### src/rtl/rwin_pkg.sv
package rwin_pkg;

   typedef enum logic [2:0] {
      CMD_NONE    = 3'd0,
      CMD_SAVE    = 3'd1,
      CMD_RESTORE = 3'd2,
      CMD_RETURN  = 3'd3,
      CMD_FLUSH   = 3'd4
   } rw_cmd_e;

   typedef enum logic [2:0] {
      TK_SPILL_N = 3'd0,
      TK_SPILL_O = 3'd1,
      TK_FILL_N  = 3'd2,
      TK_FILL_O  = 3'd3,
      TK_CLEAN   = 3'd4,
      TK_ALIGN   = 3'd5
   } rw_trap_e;

   typedef enum logic [2:0] {
      SEL_PTR   = 3'd0,
      SEL_FREE  = 3'd1,
      SEL_REST  = 3'd2,
      SEL_CLEAN = 3'd3,
      SEL_OTHER = 3'd4,
      SEL_WST   = 3'd5
   } rw_sel_e;

   typedef enum logic [1:0] {
      MV_HOLD  = 2'd0,
      MV_INC1  = 2'd1,
      MV_INC2  = 2'd2,
      MV_DEC1  = 2'd3
   } rw_move_e;

   typedef enum logic [1:0] {
      CN_NONE    = 2'd0,
      CN_SAVE    = 2'd1,
      CN_RESTORE = 2'd2
   } rw_cnt_e;

endpackage

### src/rtl/rwin_ptr_step.sv
module rwin_ptr_step #(
   parameter int NWIN = 8,
   parameter int CW   = $clog2(NWIN)
) (
   input  logic [CW-1:0] cur_i,
   output logic [CW-1:0] inc1_o,
   output logic [CW-1:0] inc2_o,
   output logic [CW-1:0] dec1_o
);
   localparam bit POW2 = (NWIN == (1 << CW));

   generate
      if (POW2) begin : g_pow2
         // Natural wrap of a CW-bit counter is the modulo.
         assign inc1_o = cur_i + CW'(1);
         assign inc2_o = cur_i + CW'(2);
         assign dec1_o = cur_i - CW'(1);
      end else begin : g_cmp
         localparam logic [CW-1:0] LAST = CW'(NWIN - 1);
         localparam logic [CW-1:0] PENU = CW'(NWIN - 2);
         assign inc1_o = (cur_i == LAST) ? '0 : cur_i + CW'(1);
         assign inc2_o = (cur_i >= PENU) ? cur_i - PENU : cur_i + CW'(2);
         assign dec1_o = (cur_i == '0) ? LAST : cur_i - CW'(1);
      end
   endgenerate
endmodule

### src/rtl/rwin_decide.sv
module rwin_decide
   import rwin_pkg::*;
#(
   parameter int NWIN = 8,
   parameter int CW   = $clog2(NWIN),
   parameter int WS_W = 3
) (
   input  logic [2:0]      cmd_i,
   input  logic            misalign_i,
   input  logic [CW-1:0]   cansave_i,
   input  logic [CW-1:0]   canrestore_i,
   input  logic [CW-1:0]   cleanwin_i,
   input  logic [CW-1:0]   otherwin_i,
   input  logic [WS_W-1:0] wst_normal_i,
   input  logic [WS_W-1:0] wst_other_i,
   output logic            trap_o,
   output logic [2:0]      kind_o,
   output logic [WS_W-1:0] idx_o,
   output logic [1:0]      move_o,
   output logic [1:0]      cnt_o,
   output logic            we_o
);
   localparam logic [CW-1:0] FREE_MAX = CW'(NWIN - 2);

   logic            other_live;
   logic [WS_W-1:0] sel_idx;

   assign other_live = (otherwin_i != '0);
   assign sel_idx    = other_live ? wst_other_i : wst_normal_i;

   always_comb begin
      trap_o = 1'b0;
      kind_o = 3'd0;
      idx_o  = '0;
      move_o = MV_HOLD;
      cnt_o  = CN_NONE;
      we_o   = 1'b0;
      case (cmd_i)
         CMD_SAVE: begin
            if (cansave_i == '0) begin
               // Spill outranks clean-window.
               trap_o = 1'b1;
               kind_o = other_live ? TK_SPILL_O : TK_SPILL_N;
               idx_o  = sel_idx;
               move_o = MV_INC2;
            end else if (cleanwin_i == canrestore_i) begin
               trap_o = 1'b1;
               kind_o = TK_CLEAN;
               move_o = MV_INC1;
            end else begin
               move_o = MV_INC1;
               cnt_o  = CN_SAVE;
               we_o   = 1'b1;
            end
         end
         CMD_RESTORE, CMD_RETURN: begin
            if (cmd_i == CMD_RETURN && misalign_i) begin
               trap_o = 1'b1;
               kind_o = TK_ALIGN;
            end else begin
               move_o = MV_DEC1;
               if (canrestore_i == '0) begin
                  trap_o = 1'b1;
                  kind_o = other_live ? TK_FILL_O : TK_FILL_N;
                  idx_o  = sel_idx;
               end else begin
                  cnt_o = CN_RESTORE;
                  we_o  = 1'b1;
               end
            end
         end
         CMD_FLUSH: begin
            if (cansave_i != FREE_MAX) begin
               trap_o = 1'b1;
               kind_o = other_live ? TK_SPILL_O : TK_SPILL_N;
               idx_o  = sel_idx;
            end
         end
         default: ;
      endcase
   end
endmodule

### src/rtl/rwin_ctrl.sv
module rwin_ctrl
   import rwin_pkg::*;
#(
   parameter int NWIN = 8,
   parameter int WS_W = 3,
   parameter int WD_W = 8,
   localparam int CW  = $clog2(NWIN)
) (
   input  logic            clk,
   input  logic            rst_n,
   input  logic [2:0]      cmd_i,
   input  logic [1:0]      tgt_lsb_i,
   input  logic            wr_en_i,
   input  logic [2:0]      wr_sel_i,
   input  logic [WD_W-1:0] wr_data_i,
   output logic [CW-1:0]   cwp_o,
   output logic [CW-1:0]   cansave_o,
   output logic [CW-1:0]   canrestore_o,
   output logic [CW-1:0]   cleanwin_o,
   output logic [CW-1:0]   otherwin_o,
   output logic [WS_W-1:0] wst_normal_o,
   output logic [WS_W-1:0] wst_other_o,
   output logic            trap_req_o,
   output logic [2:0]      trap_kind_o,
   output logic [WS_W-1:0] trap_idx_o,
   output logic            dest_we_o,
   output logic            conflict_o
);
   localparam logic [CW-1:0]   FREE_RST = CW'(NWIN - 2);
   localparam logic [WD_W-1:0] NWIN_D   = WD_W'(NWIN);

   generate
      if (NWIN < 3) begin : g_bad_nwin
         $error("rwin_ctrl: NWIN must be at least 3");
      end
      if (WD_W < 2 * WS_W || WD_W < CW) begin : g_bad_wd
         $error("rwin_ctrl: WD_W too narrow for the write targets");
      end
      if (WS_W < 1) begin : g_bad_ws
         $error("rwin_ctrl: WS_W must be positive");
      end
   endgenerate

   logic [CW-1:0]   cwp_q, cs_q, cr_q, cl_q, ow_q;
   logic [WS_W-1:0] wn_q, wo_q;
   logic            trap_q, we_q, conf_q;
   logic [2:0]      kind_q;
   logic [WS_W-1:0] idx_q;

   logic [CW-1:0]   inc1, inc2, dec1;
   logic            d_trap, d_we;
   logic [2:0]      d_kind;
   logic [WS_W-1:0] d_idx;
   logic [1:0]      d_move, d_cnt;
   logic            cmd_live, clash;

   rwin_ptr_step #(.NWIN(NWIN), .CW(CW)) u_step (
      .cur_i  (cwp_q),
      .inc1_o (inc1),
      .inc2_o (inc2),
      .dec1_o (dec1)
   );

   rwin_decide #(.NWIN(NWIN), .CW(CW), .WS_W(WS_W)) u_decide (
      .cmd_i        (cmd_i),
      .misalign_i   (tgt_lsb_i != 2'b00),
      .cansave_i    (cs_q),
      .canrestore_i (cr_q),
      .cleanwin_i   (cl_q),
      .otherwin_i   (ow_q),
      .wst_normal_i (wn_q),
      .wst_other_i  (wo_q),
      .trap_o       (d_trap),
      .kind_o       (d_kind),
      .idx_o        (d_idx),
      .move_o       (d_move),
      .cnt_o        (d_cnt),
      .we_o         (d_we)
   );

   assign cmd_live = (cmd_i >= CMD_SAVE) && (cmd_i <= CMD_FLUSH);
   assign clash    = wr_en_i && cmd_live;

   always_ff @(posedge clk) begin
      if (!rst_n) begin
         cwp_q  <= '0;
         cs_q   <= FREE_RST;
         cr_q   <= '0;
         cl_q   <= '0;
         ow_q   <= '0;
         wn_q   <= '0;
         wo_q   <= '0;
         trap_q <= 1'b0;
         kind_q <= 3'd0;
         idx_q  <= '0;
         we_q   <= 1'b0;
         conf_q <= 1'b0;
      end else begin
         trap_q <= 1'b0;
         kind_q <= 3'd0;
         idx_q  <= '0;
         we_q   <= 1'b0;
         conf_q <= clash;
         if (clash) begin
            // both requests dropped
         end else if (wr_en_i) begin
            case (wr_sel_i)
               SEL_PTR:   if (wr_data_i < NWIN_D) cwp_q <= wr_data_i[CW-1:0];
               SEL_FREE:  cs_q <= wr_data_i[CW-1:0];
               SEL_REST:  cr_q <= wr_data_i[CW-1:0];
               SEL_CLEAN: cl_q <= wr_data_i[CW-1:0];
               SEL_OTHER: ow_q <= wr_data_i[CW-1:0];
               SEL_WST: begin
                  wn_q <= wr_data_i[WS_W-1:0];
                  wo_q <= wr_data_i[2*WS_W-1:WS_W];
               end
               default: ;
            endcase
         end else begin
            trap_q <= d_trap;
            kind_q <= d_kind;
            idx_q  <= d_idx;
            we_q   <= d_we;
            case (d_move)
               MV_INC1: cwp_q <= inc1;
               MV_INC2: cwp_q <= inc2;
               MV_DEC1: cwp_q <= dec1;
               default: ;
            endcase
            case (d_cnt)
               CN_SAVE: begin
                  cs_q <= cs_q - CW'(1);
                  cr_q <= cr_q + CW'(1);
               end
               CN_RESTORE: begin
                  cs_q <= cs_q + CW'(1);
                  cr_q <= cr_q - CW'(1);
               end
               default: ;
            endcase
         end
      end
   end

   assign cwp_o        = cwp_q;
   assign cansave_o    = cs_q;
   assign canrestore_o = cr_q;
   assign cleanwin_o   = cl_q;
   assign otherwin_o   = ow_q;
   assign wst_normal_o = wn_q;
   assign wst_other_o  = wo_q;
   assign trap_req_o   = trap_q;
   assign trap_kind_o  = kind_q;
   assign trap_idx_o   = idx_q;
   assign dest_we_o    = we_q;
   assign conflict_o   = conf_q;

   AST_TRAP_NOT_WE: assert property (@(posedge clk) disable iff (!rst_n)
      trap_req_o |-> !dest_we_o);
   AST_QUIET_WHEN_IDLE: assert property (@(posedge clk) disable iff (!rst_n)
      !trap_req_o |-> (trap_kind_o == 3'd0 && trap_idx_o == '0));
   AST_PTR_IN_RANGE: assert property (@(posedge clk) disable iff (!rst_n)
      cwp_o < CW'(NWIN - 1) || cwp_o == CW'(NWIN - 1));
   AST_CLASH_HOLDS: assert property (@(posedge clk) disable iff (!rst_n)
      conflict_o |-> (cwp_o == $past(cwp_o) && cansave_o == $past(cansave_o)
                      && canrestore_o == $past(canrestore_o) && !trap_req_o));
   AST_MOVE_KEEPS_SUM: assert property (@(posedge clk) disable iff (!rst_n)
      dest_we_o |-> ({1'b0, cansave_o} + {1'b0, canrestore_o}) ==
                    ($past({1'b0, cansave_o}) + $past({1'b0, canrestore_o})));
   AST_ALIGN_FREEZE: assert property (@(posedge clk) disable iff (!rst_n)
      (trap_req_o && trap_kind_o == TK_ALIGN) |->
      (cwp_o == $past(cwp_o) && canrestore_o == $past(canrestore_o)
       && cansave_o == $past(cansave_o)));
endmodule

### config.mk
export PLATFORM = sky130hd
export DESIGN_NAME = rwin_ctrl
export DESIGN_NICKNAME = d
export VERILOG_FILES = /design/src/rtl/rwin_pkg.sv /design/src/rtl/rwin_ptr_step.sv /design/src/rtl/rwin_decide.sv /design/src/rtl/rwin_ctrl.sv
export SDC_FILE = /design/constraint.sdc
export NUM_CORES = 1
export LEC_CHECK = 0
export CAP_MARGIN = 5
export CORE_AREA = 2 2 57 59
export DETAILED_ROUTE_END_ITERATION = 10
export DIE_AREA = 0 0 59 61
export DONT_BUFFER_PORTS = 1
export PLACE_DENSITY = 0.74
export SLEW_MARGIN = 40
export SYNTH_ARGS = -nofsm -noshare
export SYNTH_HDL_FRONTEND = slang
export SYNTH_SLANG_ARGS = --single-unit
export TNS_END_PERCENT = 20
### constraint.sdc
create_clock -name clk -period 2.8 [get_ports clk]
set_input_delay 0.42 -clock clk [delete_from_list [all_inputs] [get_ports clk]]
set_output_delay 0.42 -clock clk [all_outputs]
set_load 0.005 [all_outputs]
# After elaboration in Yosys (flattened, before gate mapping)

Cells that the tools add are included.

Flip-flop bits (word level): 30
Bits of input ports: 19
Output and inout port bits: 30
Word-level logic and storage cells: 105

Add/sub/neg operators: 7
Magnitude comparators: 3
Eq/ne operators: 20
Muxes and demuxes: 43
Bitwise logic cells: 2
Reduce and logical (&&, ||, !) cells: 18

Operator list:

| kind                  | count |
|---|---|
| $mux W3               | 17 |
| $pmux W3 S3           | 3 |
| $reduce_and A3 Y1     | 5 |
| $eq A3 B2 Y1 const B  | 4 |
| $mux W1               | 12 |
| $pmux W3 S2           | 2 |
| $mux W2               | 5 |
| $add A3 B1 Y3 const B | 3 |
| $eq A3 B3 Y1 const B  | 3 |
| $logic_not A3 Y1      | 3 |
| $sub A3 B1 Y3 const B | 3 |
| $lt A8 B4 Y1 const B  | 1 |
| $ne A2 B1 Y1 const B  | 4 |
| $pmux W2 S2           | 2 |
| $eq A2 B2 Y1 const B  | 3 |
| $eq A3 B1 Y1 const B  | 2 |
| $reduce_bool A3 Y1    | 2 |
| $eq A2 B1 Y1 const B  | 2 |
| $reduce_and A4 Y1     | 1 |
| $reduce_bool A4 Y1    | 1 |
| $add A3 B2 Y3 const B | 1 |
| $eq A3 B3 Y1          | 1 |
| $ge A3 B1 Y1 const B  | 1 |
| $le A3 B3 Y1 const B  | 1 |
| 8 further kinds       | 11 |

# Longest topological paths before layout

Gate-level depths: netlist of run 1.

Depth after elaboration: 7
Depth in mapped cells: 11
Gate-level depth less buffers: 9

# Cells and area by module

A second synthesis of run 1 with hierarchy kept.

Cell total of the unflattened synthesis: 212
Area, all modules: 1810.5 µm²

Modules (own cells, without submodules):

| module        | instances | cells an instance | area each (µm²) | seq. area each (µm²) |
|---|---|---|---|---|
| rwin_ctrl     | 1         | 159               | 1460.2          | 600.6 |
| rwin_decide   | 1         | 43                | 272.8           | 0.0 |
| rwin_ptr_step | 1         | 10                | 77.6            | 0.0 |

# Worst setup path before layout of run 1

Ideal clock, no wire load.

Kind: input -> register
Start: in cmd_i[2]
End: reg cr_q[2], in the netlist canrestore_o[2]
Setup time: 0.116 ns
Arrival time: 2.313 ns
Required time: 2.684 ns
Slack: 0.371 ns
Stages: 10
Buffers on the path: 2
Cell sequence: buf_4 > nor2b_1 > and3_1 > buf_2 > xor2_1 > ha_1 > nor4_1 > a21oi_1 > a2111o_1 > o211a_1

Word-level cells in the longest chain between the ends: 7
Elaborated cells on any way between the ends: 18
Classes of those cells: order compare: 2; eq/ne: 5; mux: 4; bitwise: 1; reduce/logical: 6

Ends and longest elaborated chain:

| what                                              | line                                 | text |
|---|---|---|
| start, declared                                   | rwin_ctrl.sv:11                      | `input logic [2:0] cmd_i,` |
| $eq A3 B2 Y1                                      | rwin_decide.sv:38, rwin_decide.sv:57 |  |
| $logic_and A1 B1 Y1                               | rwin_decide.sv:57                    | `if (cmd_i == CMD_RETURN && misalign_i) begin` |
| $mux W2                                           | rwin_decide.sv:57                    |  |
| $pmux W2 S2                                       | rwin_decide.sv:38                    | `case (cmd_i)` |
| $eq A2 B2 Y1 or $eq A2 B1 Y1 (tied branches)      | rwin_ctrl.sv:130                     | `case (d_cnt)` |
| $pmux W3 S2 or $reduce_bool A3 Y1 (tied branches) | n/a                                  |  |
| $mux W3 or $reduce_and A3 Y1 (tied branches)      | n/a                                  |  |
| end signal, assigned                              | rwin_ctrl.sv:110                     | `SEL_REST: cr_q <= wr_data_i[CW-1:0];` |
| end signal, assigned                              | rwin_ctrl.sv:133                     | `cr_q <= cr_q + CW'(1);` |
| end signal, assigned                              | rwin_ctrl.sv:137                     | `cr_q <= cr_q - CW'(1);` |
| end, declared                                     | rwin_ctrl.sv:44                      | `logic [CW-1:0] cwp_q, cs_q, cr_q, cl_q, ow_q;` |

Parallel ways exist; a longest one is shown, timed or not.
A chain may end at the register's enable or synchronous reset.

# Worst setup path after layout of run 1

Start: reg cr_q[1], in the netlist canrestore_o[1]
End: reg cr_q[2], in the netlist canrestore_o[2]

Word-level cells in the longest chain between the ends: 7
Elaborated cells on any way between the ends: 15
Classes of those cells: add/sub: 2; eq/ne: 3; mux: 7; reduce/logical: 3

Ends and longest elaborated chain:

| what                                              | line |
|---|---|
| $eq A3 B3 Y1 or $logic_not A3 Y1 (tied branches)  | rwin_decide.sv:46, rwin_decide.sv:62 |
| $mux W1 or $mux W2 (tied branches)                | rwin_decide.sv:46, rwin_decide.sv:62 |
| $mux W2, on equally long branches                 | rwin_decide.sv:40, rwin_decide.sv:57 |
| $pmux W2 S2                                       | rwin_decide.sv:38 |
| $eq A2 B2 Y1 or $eq A2 B1 Y1 (tied branches)      | rwin_ctrl.sv:130 |
| $pmux W3 S2 or $reduce_bool A3 Y1 (tied branches) | n/a |
| $mux W3 or $reduce_and A3 Y1 (tied branches)      | n/a |

Parallel ways exist; a longest one is shown, timed or not.

==> results_dict.tcl, run 1 <==
set metrics [dict create \
    syn_area_per_cell_sq_um 8.52 \
    vias_per_cell 6.45 \
    setup-tns-final_ns 0 \
    setup_viol 0 \
    die_height_um 61 \
    r2r_slack_ns 0.35 \
    path_class "reg -> reg" \
    critPathLaunchType "flop" \
    synth.top_cells.by_area "dfxtp_1 34%, mux2i_1 11%, nor2_1 5.8%" \
    ys_types 52 \
    regArea_sq_um 601 \
    crit_fanout 8 \
    min_from "wr_en_i" \
    ys.warnings.count 0 \
    layout-drive-gt1-share_pct 9.13 \
    post-cts-setup-buffers 0 \
    p_int_mw 0.605 \
    numCtsBuffers 5 \
    multi_input_area_sq_um 1070 \
    cts_hold_buffers 0 \
    fillerInstances 270 \
    rr_startpoint "canrestore_o[1]" \
    synth_edf_count 0 \
    vias 1555 \
    clk_pin_slew_ns 0.10 \
    ir_drop_v 0.000302 \
    holdPathStages 1 \
    place_hpwl_um 3200 \
    async_flop_share_pct 0 \
    syn_nets 228 \
    crit_required_ns 3.04 \
    ys_seq_area_share_pct 34.4 \
    netlist_area_sq_um 1750 \
    tightest_slew_ns 0.624 \
    initial_utilization_pct 59.2 \
    cap_violations 0 \
    rsz0062_at_grt "no" \
    relSlewSlack_pct 58.3 \
    crit_arrival_ns 2.69 \
    cts_resized 0 \
    area_delta_synth_final_pct 5.30 \
    period_needed_ns 2.45 \
    hold_class "in -> reg" \
    run_status "finished clean" \
    finClkSkew_ns 0.00545 \
    cts_max_path_buffers 2 \
    routedWlPerCell_um 17.6 \
    fmax_mhz 408 \
    ys.flop_type "dfxtp_1" \
    die_w_um 59 \
    switchingPower_mw 0.231 \
    cts_tree "done" \
    power.density_nw_per_um2 454 \
    io_pins 49 \
    power_frac_clock_pct 33.1 \
    pwr-share-seq_pct 53.4 \
    switching_share_pct 27.6 \
    grt_pass1_vias 1451 \
    rows 20 \
    period_share_pct 87.6 \
    drt_wl_total_um 4250 \
    track_usage_pct 25.3 \
    worstRegToRegCells 8 \
    ant_nets 0 \
    ys_ff_latch 30 \
    initialDrtViolationCount 98 \
    final_area_sq_um 1840 \
    globalRouteOverflowTotal 0 \
    core_area_sq_um 2950 \
    port_buffers 0 \
    utilization_pct 62.3 \
    grt_pass1_wl_um 6800 \
    diodes 0 \
    h-tree-depth 2 \
    comb_power_share_pct 13.4 \
    synth_top_cell_area_share_pct 34.4 \
    p_total_mw 0.836 \
    grt_max_degree 22 \
    synthCells 205 \
    die_area_sq_um 3600 \
    finalHoldViolCount 0 \
    min_to "dest_we_o" \
    drc 0 \
    drv_slew 0 \
    gp_congestion 0.868 \
    yosysTopAreaCell "dfxtp_1" \
    antenna_found_initial 0 \
    rr_endpoint "canrestore_o[2]" \
    postPlaceCellArea_sq_um 1770 \
    dr.pass1.iters 4 \
    clock_latency_ns 0.33 \
    leakage_nw 0.749 \
    cts_root_buf "clkbuf_4" \
    fin_nets 230 \
    endpoint_kind "flop" \
    cts_sinks 30 \
]
[through the flow]
stage | cells | hold slack [ns] | worst slack [ns]
floorplan | 205 | 0.476 | 0.371
global placement | 233 | 0.494 | 0.322
detailed placement | 233 | 0.501 | 0.252
CTS | 241 | 0.143 | 0.345
global route | 241 | 0.141 | 0.221
finish | 241 | 0.155 | 0.347
[per-layer routing]
| metal | routed length (um) | GRT usage [%] |
|---|---|---|
| met3 | 361 | 8.32 |
| met2 | 1970 | 38.1 |
| met5 | 0 | 0 |
| met4 | 72 | 11.4 |
| met1 | 1840 | 33.1 |
[power by group through the flow]
stage | clock network [mW] | logic [mW] | registers, mW
finish | 0.277 | 0.112 | 0.447
detailed placement | 0 | 0.111 | 0.456
global placement | 0 | 0.107 | 0.456
global route | 0.306 | 0.124 | 0.448
floorplan | 0 | 0.0968 | 0.456
CTS | 0.282 | 0.111 | 0.447
[worst max path at each step]
stage / startpoint / end / slack [ns] / depth (start not counted)
after detailed placement: cmd_i[1] / canrestore_o[2] / 0.25 / 8
final: canrestore_o[1] / canrestore_o[2] / 0.35 / 8
after global routing: cansave_o[0] / cwp_o[0] / 0.22 / 9
after global placement: cmd_i[1] / canrestore_o[2] / 0.32 / 8
after floorplan: cmd_i[2] / canrestore_o[2] / 0.37 / 10
after CTS: canrestore_o[1] / canrestore_o[2] / 0.34 / 8
[layout by cell type, fill, tap and decap left out, drive strengths merged, types with 6 or more instances in the layout]
master,synthesis,final
nor2,28,28
dfxtp,30,30
clkbuf,4,6
nor3,10,10
a21oi,9,9
nand2,12,12
inv,7,7
o21ai,9,9
mux2i,20,20
[area by class of cell]
type,instances,area share [%]
flip-flops and latches,30,32.7
inverters,8,1.63
multi-input cells,157,58.0
clock buffers,6,2.79
well taps,33,2.24
repair buffers,5,2.04
clock inverters,2,0.680
[sequential cells by signal (all words and copies together) (netlist names)]
| register | cells |
|---|---|
| cwp_o | 3 |
| trap_req_o | 1 |
| cleanwin_o | 3 |
| trap_kind_o | 3 |
| conflict_o | 1 |
| trap_idx_o | 3 |
| wst_normal_o | 3 |
| cansave_o | 3 |
| wst_other_o | 3 |
| otherwin_o | 3 |
| canrestore_o | 3 |
| dest_we_o | 1 |
[worst max-delay path: stages, from the launching register on]
cell      delay, ns
dfxtp_1        0.32
or3_4          0.42
and3_1         0.32
xor2_1         0.19
ha_1           0.25
nor4_1         0.27
a21oi_1        0.08
a2111o_1       0.41
o211a_1        0.11
[kinds of logic (layout without fill, tap and decap cells)]
kind of cell / count (synthesis) / count (layout) / share of synthesized area [%]
simple gates: 82 / 82 / 24.8
buf+inv: 18 / 21 / 4.87
compound gates: 46 / 46 / 18.7
mux: 20 / 20 / 11.5
flops: 30 / 30 / 34.4
xor+xnor: 5 / 5 / 2.51
fa+ha+maj: 4 / 4 / 3.30
[synthesized netlist by cell type, types with 2 or more instances]
library cell,n
a21oi_1,8
a22oi_1,3
a31oi_1,2
and3_1,5
buf_2,2
buf_4,2
clkbuf_1,4
dfxtp_1,30
ha_1,3
inv_1,7
mux2i_1,20
nand2_1,12
nand2b_1,3
nand3_1,5
nand3b_1,3
nor2_1,27
nor2b_1,3
nor3_1,9
nor4_1,4
o211a_1,2
o21a_1,5
o21ai_0,7
o21ai_1,2
o21bai_1,3
o2bb2ai_1,2
or3_1,3
xnor2_1,4
No activity file was read; power rests on OpenSTA's default activity.
==> inputs of run 2 (changes only) <==
--- a/config.mk
+++ b/config.mk
@@ -5,11 +5,12 @@
 export SDC_FILE = /design/constraint.sdc
 export NUM_CORES = 1
 export LEC_CHECK = 0
-export CAP_MARGIN = 5
+export CAP_MARGIN = 20
 export CORE_AREA = 2 2 57 59
 export DETAILED_ROUTE_END_ITERATION = 10
 export DIE_AREA = 0 0 59 61
 export DONT_BUFFER_PORTS = 1
+export MAX_ROUTING_LAYER = met4
 export PLACE_DENSITY = 0.74
 export SLEW_MARGIN = 40
 export SYNTH_ARGS = -nofsm -noshare
==> run 2 against run 1 <==
Net effect:
- power rose by 8.4%
- global-route usage fell by 0.83 points
- critical path depth did not move
- register-to-register slack hardly changed
- routed wire length shrank 4.8%
- cell area up 0.68%
- worst setup slack better by 0.0029 ns
- clock-buffer cell count stayed put
- die area unchanged
- largest cell class unchanged
- largest power group unchanged
==> results_dict.tcl, run 2 (synthesis gave the netlist of run 1 again) <==
set metrics [dict create \
    ant_nets 0 \
    cts_root_buf "clkbuf_4" \
    area_delta_synth_final_pct 6.02 \
    cts_sinks 30 \
    grt_pass1_vias 1402 \
    drt_wl_total_um 4050 \
    fillerInstances 254 \
    relSlewSlack_pct 41.0 \
    rows 20 \
    finalHoldViolCount 0 \
    die_w_um 59 \
    place_hpwl_um 3090 \
    vias_per_cell 6.33 \
    layout_common_cells "30 x dfxtp_1, 27 x nor2_1, 20 x mux2i_1, 12 x nand2_1, 9 x nor3_1" \
    path_cells "or3_4 > and3_1 > xor2_1 > ha_1 > nor4_1 > a21oi_1 > a2111o_1 > o211a_1" \
    die_area_sq_um 3600 \
    finClkSkew_ns 0.0136 \
    crit_required_ns 3.03 \
    setup_viol 0 \
    tightest_slew_ns 0.878 \
    period_share_pct 87.5 \
    setup-tns-final_ns 0 \
    drc 0 \
    globalRouteOverflowTotal 0 \
    ir_drop_v 0.000276 \
    worstRegToRegCells 8 \
    critPathMaxStageDelay_ns 0.42 \
    cts_tree "done" \
    h-tree-depth 2 \
    leakage_nw 0.758 \
    die_height_um 61 \
    port_buffers 0 \
    routedWlPerCell_um 16.9 \
    gp_congestion 0.881 \
    fmax_mhz 408 \
    track_usage_pct 24.5 \
    grt_max_degree 22 \
    layout-drive-gt1-share_pct 8.21 \
    dr.pass1.iters 4 \
    io_pins 49 \
    antenna_found_initial 0 \
    drv_slew 0 \
    path_class "reg -> reg" \
    clock_latency_ns 0.33 \
    critPathLaunchType "flop" \
    crit_fanout 8 \
    initialDrtViolationCount 92 \
    critPathSlowestCell "or3_4" \
    vias 1520 \
    final_common_cell "dfxtp_1" \
    rsz0062_at_grt "no" \
    run_status "finished clean" \
    numCtsBuffers 5 \
    utilization_pct 62.7 \
    clk_pin_slew_ns 0.09 \
    holdPathStages 1 \
    layout_setup_ws_ns 0.350 \
    finalNonFillerCells 240 \
    cap_violations 0 \
    dp_cells 233 \
    endpoint_kind "flop" \
    crit_arrival_ns 2.68 \
    place_ws_ns 0.197 \
    diodes 0 \
    hold_class "in -> reg" \
    power.density_nw_per_um2 489 \
    period_needed_ns 2.45 \
    post-cts-setup-buffers 0 \
    cts_max_path_buffers 2 \
    fin_nets 230 \
    initial_utilization_pct 59.2 \
    grt_pass1_wl_um 6360 \
    cts_hold_buffers 0 \
    core_area_sq_um 2950 \
    cts_resized 0 \
]
[run 2: cell types whose count changed in the layout (fill, tap and decap cells not counted), sizes merged]
cell / previous run / this run
clkinvlp: 1 / 0
bufinv: 0 / 1
clkinv: 2 / 1
[run 2: stage by stage]
step                      power (mW)  hold WS, ns  area (sq um)
after floorplan                0.552        0.476          1750
after global placement         0.563        0.494          1770
after detailed placement       0.567        0.503          1770
after CTS                      0.914        0.157          1850
after global routing           0.948        0.154          1850
final                          0.906        0.162          1850
[run 2: cell type report]
| type | instances | area, sq um | share of cell area, % |
|---|---|---|---|
| clock buffer | 6 | 51.3 | 2.77 |
| clock inverter | 1 | 30.0 | 1.62 |
| inverter | 8 | 30.0 | 1.62 |
| multi-input combinational | 157 | 1060 | 57.3 |
| sequential | 30 | 601 | 32.4 |
| tap | 33 | 41.3 | 2.23 |
| timing repair buffer | 5 | 37.5 | 2.03 |
[run 2: path summary, 6_finish.rpt]
check / from / endpoint / slack, ns
min reg2reg: cwp_o[2] / cwp_o[2] / 0.52
max: canrestore_o[1] / canrestore_o[2] / 0.35
max reg2reg: canrestore_o[1] / canrestore_o[2] / 0.35
min: wr_en_i / dest_we_o / 0.16
[run 2: power breakdown]
group / switching (mW) / total (mW) / internal, mW
Combinational: 0.0634 / 0.111 / 0.0477
Clock: 0.141 / 0.348 / 0.208
Sequential: 0.00978 / 0.446 / 0.436
Total: 0.214 / 0.906 / 0.692
[run 2: worst max-delay path: cells and delay by family, from the launching register on]
kind                       cells  cell delay (ns)
DFF                            1             0.32
adders and majority gates      1             0.24
and+or+nand+nor                3             1.01
AOI/OAI and AO/OA              3             0.58
xor gates and xnor gates       1             0.19
[run 2: layer usage]
metal / global-route usage [%] / up-vias / share of wire, %
met5: - / - / 0
met4: 9.74 / 0 / 1.1
met3: 8.96 / 5 / 7.9
met2: 34.0 / 53 / 46
met1: 32.1 / 713 / 45
li1: - / 749 / -
